## config.mk

```make
export PLATFORM = sky130hd
export DESIGN_NAME = mft_unit
export DESIGN_NICKNAME = d
export VERILOG_FILES = /design/src/rtl/mft_pkg.sv /design/src/rtl/mft_edge_sync.sv /design/src/rtl/mft_downcnt.sv /design/src/rtl/mft_unit.sv
export SDC_FILE = /design/constraint.sdc
export NUM_CORES = 1
export LEC_CHECK = 0
export ABC_AREA = 1
export CAP_MARGIN = 20
export CORE_MARGIN = 1.5
export CORE_UTILIZATION = 64
export DETAILED_ROUTE_END_ITERATION = 8
export DONT_BUFFER_PORTS = 1
export GPL_TIMING_DRIVEN = 0
export PLACE_DENSITY_LB_ADDON = 0.12
export SYNTH_ARGS = -nofsm -noshare
export SYNTH_HDL_FRONTEND = slang
export SYNTH_SLANG_ARGS = --single-unit
export TNS_END_PERCENT = 100
```

## constraint.sdc

```tcl
create_clock -name clk -period 2.1 [get_ports clk]
set_input_delay 0.42 -clock clk [delete_from_list [all_inputs] [get_ports clk]]
set_output_delay 0.42 -clock clk [all_outputs]
set_load 0.005 [all_outputs]
```

## src/rtl/mft_pkg.sv

```systemverilog
package mft_pkg;

    typedef enum logic [1:0] {
        MODE_PWM     = 2'd0,
        MODE_CAPTURE = 2'd1,
        MODE_DUAL    = 2'd2,
        MODE_MIXED   = 2'd3
    } mft_mode_e;

    typedef struct packed {
        logic      src_b;
        logic      src_a;
        logic      fall_b;
        logic      fall_a;
        logic      run;
        mft_mode_e mode;
    } mft_ctrl_t;

    localparam int CTRL_BITS = $bits(mft_ctrl_t);
    localparam int NFLAG     = 4;
    localparam int MASK_LSB  = 8;

    localparam logic [2:0] A_CTRL  = 3'd0;
    localparam logic [2:0] A_RL1   = 3'd1;
    localparam logic [2:0] A_RL2   = 3'd2;
    localparam logic [2:0] A_CNT1  = 3'd3;
    localparam logic [2:0] A_CNT2  = 3'd4;
    localparam logic [2:0] A_CAP1  = 3'd5;
    localparam logic [2:0] A_CAP2  = 3'd6;
    localparam logic [2:0] A_FLAGS = 3'd7;

    localparam int F_UF1  = 0;
    localparam int F_UF2  = 1;
    localparam int F_CAPA = 2;
    localparam int F_CAPB = 3;

endpackage

```

## src/rtl/mft_edge_sync.sv

```systemverilog
module mft_edge_sync #(
    parameter int STAGES = 2
) (
    input  logic clk,
    input  logic rst_n,
    input  logic pin,
    output logic rise,
    output logic fall
);
    localparam int LEN = STAGES + 1;

    typedef struct packed {
        logic [LEN-1:0] chain;
    } sync_st_t;

    sync_st_t s_d, s_q;

    always_comb begin
        s_d       = s_q;
        s_d.chain = {s_q.chain[LEN-2:0], pin};
    end

    always_ff @(posedge clk) begin
        if (!rst_n) s_q <= '0;
        else        s_q <= s_d;
    end

    assign rise = s_q.chain[STAGES-1] & ~s_q.chain[STAGES];
    assign fall = ~s_q.chain[STAGES-1] & s_q.chain[STAGES];

    AST_EDGE_SINGLE: assert property (@(posedge clk) disable iff (!rst_n)
        rise |=> !rise) else $error("edge detector pulsed twice");

endmodule

```

## src/rtl/mft_downcnt.sv

```systemverilog
module mft_downcnt #(
    parameter int W = 16
) (
    input  logic         clk,
    input  logic         rst_n,
    input  logic         dec,
    input  logic         load,
    input  logic [W-1:0] load_val,
    input  logic [W-1:0] reload,
    output logic [W-1:0] count,
    output logic         uflow
);
    typedef struct packed {
        logic [W-1:0] cnt;
    } cnt_st_t;

    cnt_st_t s_d, s_q;
    logic    at_zero;

    assign at_zero = (s_q.cnt == '0);
    assign uflow   = dec & ~load & at_zero;
    assign count   = s_q.cnt;

    always_comb begin
        s_d = s_q;
        if (load)         s_d.cnt = load_val;
        else if (dec)     s_d.cnt = at_zero ? reload : s_q.cnt - 1'b1;
    end

    always_ff @(posedge clk) begin
        if (!rst_n) s_q <= '0;
        else        s_q <= s_d;
    end

    AST_RELOAD_AT_ZERO: assert property (@(posedge clk) disable iff (!rst_n)
        uflow |=> count == $past(reload)) else $error("no reload");
    AST_STEP_DOWN: assert property (@(posedge clk) disable iff (!rst_n)
        (dec && !load && count != '0) |=> count == $past(count) - 1'b1) else $error("bad step");
    AST_LOAD_WINS: assert property (@(posedge clk) disable iff (!rst_n)
        load |=> count == $past(load_val)) else $error("load lost");

endmodule

```

## src/rtl/mft_unit.sv

```systemverilog
module mft_unit
    import mft_pkg::*;
#(
    parameter int W           = 16,
    parameter int SYNC_STAGES = 2
) (
    input  logic         clk,
    input  logic         rst_n,
    input  logic         tick,
    input  logic         wr_en,
    input  logic [2:0]   addr,
    input  logic [W-1:0] wdata,
    output logic [W-1:0] rdata,
    input  logic         pin_a,
    input  logic         pin_b,
    output logic         pwm_out,
    output logic [3:0]   flags,
    output logic         irq
);
    localparam int NCNT = 2;

    typedef struct packed {
        mft_ctrl_t                  ctrl;
        logic [NCNT-1:0][W-1:0]     rl;
        logic [NCNT-1:0][W-1:0]     cap;
        logic [NFLAG-1:0]           flg;
        logic [NFLAG-1:0]           mask;
        logic                       level;
    } unit_st_t;

    unit_st_t s_d, s_q;

    logic [NCNT-1:0]         pin_in, rise, fall, ev, src_sel, fall_sel;
    logic [NCNT-1:0]         dec, load, uf;
    logic [NCNT-1:0][W-1:0]  cnt;
    logic                    run, tk, pwm_mode, cap_a, cap_b;
    logic [W-1:0]            cap_b_val;

    assign pin_in = {pin_b, pin_a};

    for (genvar i = 0; i < NCNT; i++) begin : g_chan
        mft_edge_sync #(.STAGES(SYNC_STAGES)) u_sync (
            .clk  (clk),
            .rst_n(rst_n),
            .pin  (pin_in[i]),
            .rise (rise[i]),
            .fall (fall[i])
        );
        mft_downcnt #(.W(W)) u_cnt (
            .clk     (clk),
            .rst_n   (rst_n),
            .dec     (dec[i]),
            .load    (load[i]),
            .load_val(wdata),
            .reload  (s_q.rl[i]),
            .count   (cnt[i]),
            .uflow   (uf[i])
        );
    end

    // Count-event and capture decode per mode
    always_comb begin
        run      = s_q.ctrl.run;
        pwm_mode = run && (s_q.ctrl.mode == MODE_PWM);
        tk       = run & tick;
        src_sel  = {s_q.ctrl.src_b, s_q.ctrl.src_a};
        fall_sel = {s_q.ctrl.fall_b, s_q.ctrl.fall_a};
        for (int i = 0; i < NCNT; i++) begin
            ev[i]   = run & (fall_sel[i] ? fall[i] : rise[i]);
            load[i] = wr_en && (addr == A_CNT1 + 3'(i));
        end
        dec = '0;
        unique case (s_q.ctrl.mode)
            MODE_PWM:     dec = {tk & ~s_q.level, tk & s_q.level};
            MODE_CAPTURE: dec = {tk, tk};
            MODE_DUAL: begin
                for (int i = 0; i < NCNT; i++) dec[i] = src_sel[i] ? ev[i] : tk;
            end
            MODE_MIXED:   dec = {tk, ev[0]};
            default:      dec = '0;
        endcase
        cap_a     = (s_q.ctrl.mode == MODE_CAPTURE) & ev[0];
        cap_b     = ((s_q.ctrl.mode == MODE_CAPTURE) | (s_q.ctrl.mode == MODE_MIXED)) & ev[1];
        cap_b_val = (s_q.ctrl.mode == MODE_MIXED) ? cnt[1] : cnt[0];
    end

    // Next-state of the register file
    always_comb begin
        logic [NFLAG-1:0] set_v, clr_v;
        s_d   = s_q;
        clr_v = '0;
        if (wr_en) begin
            unique case (addr)
                A_CTRL:  s_d.ctrl    = mft_ctrl_t'(wdata[CTRL_BITS-1:0]);
                A_RL1:   s_d.rl[0]   = wdata;
                A_RL2:   s_d.rl[1]   = wdata;
                A_FLAGS: begin
                    clr_v      = wdata[NFLAG-1:0];
                    s_d.mask   = wdata[MASK_LSB +: NFLAG];
                end
                default: ;
            endcase
        end
        if (cap_a) s_d.cap[0] = cnt[0];
        if (cap_b) s_d.cap[1] = cap_b_val;
        set_v         = '0;
        set_v[F_UF1]  = uf[0];
        set_v[F_UF2]  = uf[1];
        set_v[F_CAPA] = cap_a;
        set_v[F_CAPB] = cap_b;
        s_d.flg       = (s_q.flg & ~clr_v) | set_v;
        if (!pwm_mode)   s_d.level = 1'b1;
        else if (uf[0])  s_d.level = 1'b0;
        else if (uf[1])  s_d.level = 1'b1;
    end

    always_ff @(posedge clk) begin
        if (!rst_n) begin
            s_q       <= '0;
            s_q.level <= 1'b1;
        end else begin
            s_q <= s_d;
        end
    end

    always_comb begin
        rdata = '0;
        unique case (addr)
            A_CTRL:  rdata[CTRL_BITS-1:0] = s_q.ctrl;
            A_RL1:   rdata = s_q.rl[0];
            A_RL2:   rdata = s_q.rl[1];
            A_CNT1:  rdata = cnt[0];
            A_CNT2:  rdata = cnt[1];
            A_CAP1:  rdata = s_q.cap[0];
            A_CAP2:  rdata = s_q.cap[1];
            A_FLAGS: begin
                rdata[NFLAG-1:0]          = s_q.flg;
                rdata[MASK_LSB +: NFLAG]  = s_q.mask;
            end
            default: rdata = '0;
        endcase
    end

    assign pwm_out = pwm_mode & s_q.level;
    assign flags   = s_q.flg;
    assign irq     = |(s_q.flg & s_q.mask);

    AST_PWM_FALLS: assert property (@(posedge clk) disable iff (!rst_n)
        (pwm_mode && uf[0] && !wr_en) |=> !pwm_out) else $error("pwm did not fall");
    AST_CAPA_STAMP: assert property (@(posedge clk) disable iff (!rst_n)
        (s_q.ctrl.mode == MODE_CAPTURE && ev[0]) |=> (flags[F_CAPA] && s_q.cap[0] == $past(cnt[0]))) else $error("capture lost");
    AST_IDLE_QUIET: assert property (@(posedge clk) disable iff (!rst_n)
        (!run && !wr_en) |=> flags == $past(flags)) else $error("flag moved while stopped");
    AST_SET_WINS: assert property (@(posedge clk) disable iff (!rst_n)
        (uf[0] && wr_en && addr == A_FLAGS && wdata[F_UF1]) |=> flags[F_UF1]) else $error("set lost to clear");
    AST_IRQ_NEEDS_MASK: assert property (@(posedge clk) disable iff (!rst_n)
        irq |-> (s_q.mask != '0)) else $error("irq without mask");

endmodule

```

==> impl_metrics.env <==
export IMPL_outcome="completed"
export IMPL_arrival_ps=1680
export IMPL_final_nets=1091
export IMPL_grt_overflow_total=0
export IMPL_clockRootBuffer="clkbuf_8"
export IMPL_hold_depth=2
export IMPL_clock_fmax_ghz=0.477
export IMPL_fin_crit_ps=2100
export IMPL_timing_rr_end="g_chan[1].u_cnt.count[9]"
export IMPL_avgViaCountPerCell=6.26
export IMPL_grt_pass1_wl_mm=37.4
export IMPL_syn_nets=1069
export IMPL_utilization_pct=73.4
export IMPL_dp_slack_ps=149
export IMPL_setup_ws_ps=1.37
export IMPL_slew_violations=0
export IMPL_path_clk_slew_ps=60
export IMPL_drive_gt1_share_pct=10.1
export IMPL_final_common_cell="nand2_1"
export IMPL_hpwlAfterDp_mm=18.4
export IMPL_hold_viol_final=0
export IMPL_vias=7573
export IMPL_start_util_pct=66.0
export IMPL_seq_area_frac_synth_pct=34.5
export IMPL_r2r_cells=11
export IMPL_rows=37
export IMPL_reg2reg_slack_ps=110
export IMPL_num_antenna_cells=0
export IMPL_ant_nets=0
export IMPL_powerDensity_nw_per_um2=814
export IMPL_synth_top_cell_by_area="dfxtp_1"
export IMPL_pin_count=47
export IMPL_core_area_sq_um=10400
export IMPL_grt_usage_pct=44.3
export IMPL_synth_seq_cells=118
export IMPL_hp_start="wdata[5]"
export IMPL_grt_start_max_net_pins=17
export IMPL_numCtsBuffers=17
export IMPL_ys_flop_type="dfxtp_1"
export IMPL_worst_slew_pin_slew_ps=731
export IMPL_drc=0
export IMPL_cap_violations=0
export IMPL_synth_area_sq_um=6850
export IMPL_worstPathRequired_ps=1680
export IMPL_timing_final_crit_share_pct=99.9
export IMPL_finalWirelength_mm=24.4
export IMPL_first_global_vias=6900
export IMPL_setup_viol=0
export IMPL_die_height_microns=106
export IMPL_grt_antenna_before_repair=0
export IMPL_firstDrtPassIters=7
export IMPL_slew_headroom_pct=51.2
export IMPL_min_to="s_q[46]"
export IMPL_setup_tns_ps=0
export IMPL_fp_dieW_microns=106
export IMPL_clk_latency_ps=540
export IMPL_ys_async_sr_fraction_pct=0
export IMPL_drt_iter0_drc=901
export IMPL_avgSynthCellArea_sq_um=6.59
export IMPL_synth_top_area_share_pct=34.5
export IMPL_critical_path_max_fanout=5
export IMPL_hold_class="in -> reg"
export IMPL_synth_cell_type_count=41
export IMPL_ir_worst_vdd_uv=868
export IMPL_synth_area_leaders="dfxtp_1 34%, nand2_1 14%, nor2_1 7.2%, o21ai_0 6.1%, nand3_1 5.6%"
export IMPL_start_kind="flop"
export IMPL_synthToLayoutAreaGrowth_pct=11.1
export IMPL_p_leak_nw=3.38
export IMPL_portBuffers=0
export IMPL_yosysWarnings=0
export IMPL_gp_congestion=1.02
export IMPL_rsz0062_at_grt="false"
export IMPL_die_area_sq_um=11300
export IMPL_clk_path_buf_depth=2
export IMPL_end_kind="output port"
export IMPL_layout_common_cells="258 x nand2_1, 132 x nor2_1, 118 x dfxtp_1, 90 x inv_1, 84 x o21ai_0"
export IMPL_syn_inst=1040
export IMPL_h_tree_depth=4
export IMPL_synth_edf_count=0
export IMPL_cts_tree="built"
export IMPL_clock_skew_ps=9.03
export IMPL_critical_path_class="reg -> out"
export IMPL_wl_per_cell_microns=20.2
export IMPL_worstReg2RegStart="g_chan[1].u_cnt.count[0]"
export IMPL_clkSinkCount=118
==> synthesized netlist by cell type (3+ instances only) <==
cell type and instances:
nor2_1 132, or2_0 3, nor2_4 6, a221oi_1 17, o21bai_1 5, inv_2 11
nand3_1 76, nand2_2 6, a31oi_1 20, ha_1 4, dfxtp_1 118, buf_6 7
clkbuf_1 19, o21ai_0 84, inv_1 93, o21ai_1 18, o2111ai_1 10, a21oi_2 5
nand4_1 8, nand2_4 3, buf_4 9, xor2_1 8, a21oi_1 69, o211ai_1 4
buf_2 9, a22oi_1 8, nor2_2 8, nand2_1 258, o22ai_1 5
==> metrics by stage <==
stage	hold slack [ps]	total power, mW	cells	area, sq um
floorplan	390	3.26	1040	6850
global placement	393	3.52	1176	7020
detailed placement	401	3.53	1176	7020
CTS	21.0	6.13	1209	7570
global route	27.4	6.42	1210	7610
finish	26.8	6.20	1210	7610
==> layer usage <==
layer,vias to the layer above,global-route usage (%),routed length (microns)
li1,3503,-,-
met1,3384,56.9,9600
met2,576,67.1,10400
met3,110,11.3,2970
met4,0,25.7,1480
met5,-,0,0
==> registers in the layout, indices dropped and copies added (netlist names) <==
name                flops
g_chan.u_sync.s_q       6
run                     1
fall_sel                2
s_q                    73
g_chan.u_cnt.count     32
flags                   4
==> cell families after synthesis <==
logic type / after synthesis / synth area share (%)
AND/OR/NAND/NOR: 511 / 32.9
XOR/XNOR: 8 / 1.02
AO/OA/AOI/OAI: 248 / 21.1
buffers and inverters: 151 / 9.76
adder cells (fa/ha/maj): 4 / 0.731
flip-flops: 118 / 34.5
==> power by group <==
group | total, mW | switching [mW] | internal [mW]
Clock | 2.65 | 0.999 | 1.65
Sequential | 2.37 | 0.0733 | 2.30
Combinational | 1.17 | 0.798 | 0.376
Total | 6.20 | 1.87 | 4.33
==> worst max-delay path, stage by stage, from the launching register on <==
cell,delay (ps)
dfxtp_1,350
inv_1,200
o22ai_1,140
a221oi_1,340
nand2_1,120
==> worst max-delay path by stage <==
stage | start | endpoint | slack [ps] | cells after the start
CTS | g_chan[0].u_cnt.count[15] | rdata[15] | 2 | 4
global route | g_chan[1].u_cnt.count[0] | g_chan[1].u_cnt.count[15] | 9 | 11
floorplan | addr[1] | rdata[4] | 520 | 6
detailed placement | addr[1] | rdata[4] | 150 | 6
global placement | addr[1] | rdata[4] | 140 | 6
finish | g_chan[1].u_cnt.count[15] | rdata[15] | 1 | 4
==> layout make-up <==
cell class | instances | area, sq um
Fill cell | 922 | 2760
Multi-Input combinational cell | 771 | 3840
Clock inverter | 4 | 45.0
Inverter | 107 | 412
Timing Repair Buffer | 3 | 27.5
Clock buffer | 27 | 482
Sequential cell | 118 | 2360
Buffer | 44 | 264
Tap cell | 136 | 170
==> timing repair <==
action | CTS | global route
endpoints found under the hold margin | 2 | 0
hold buffers | 2 | 0
resized for setup | 0 | 11
endpoints found under the setup margin | 0 | 10
buffers inserted | 0 | 1
(Power assumes the default switching activity.)
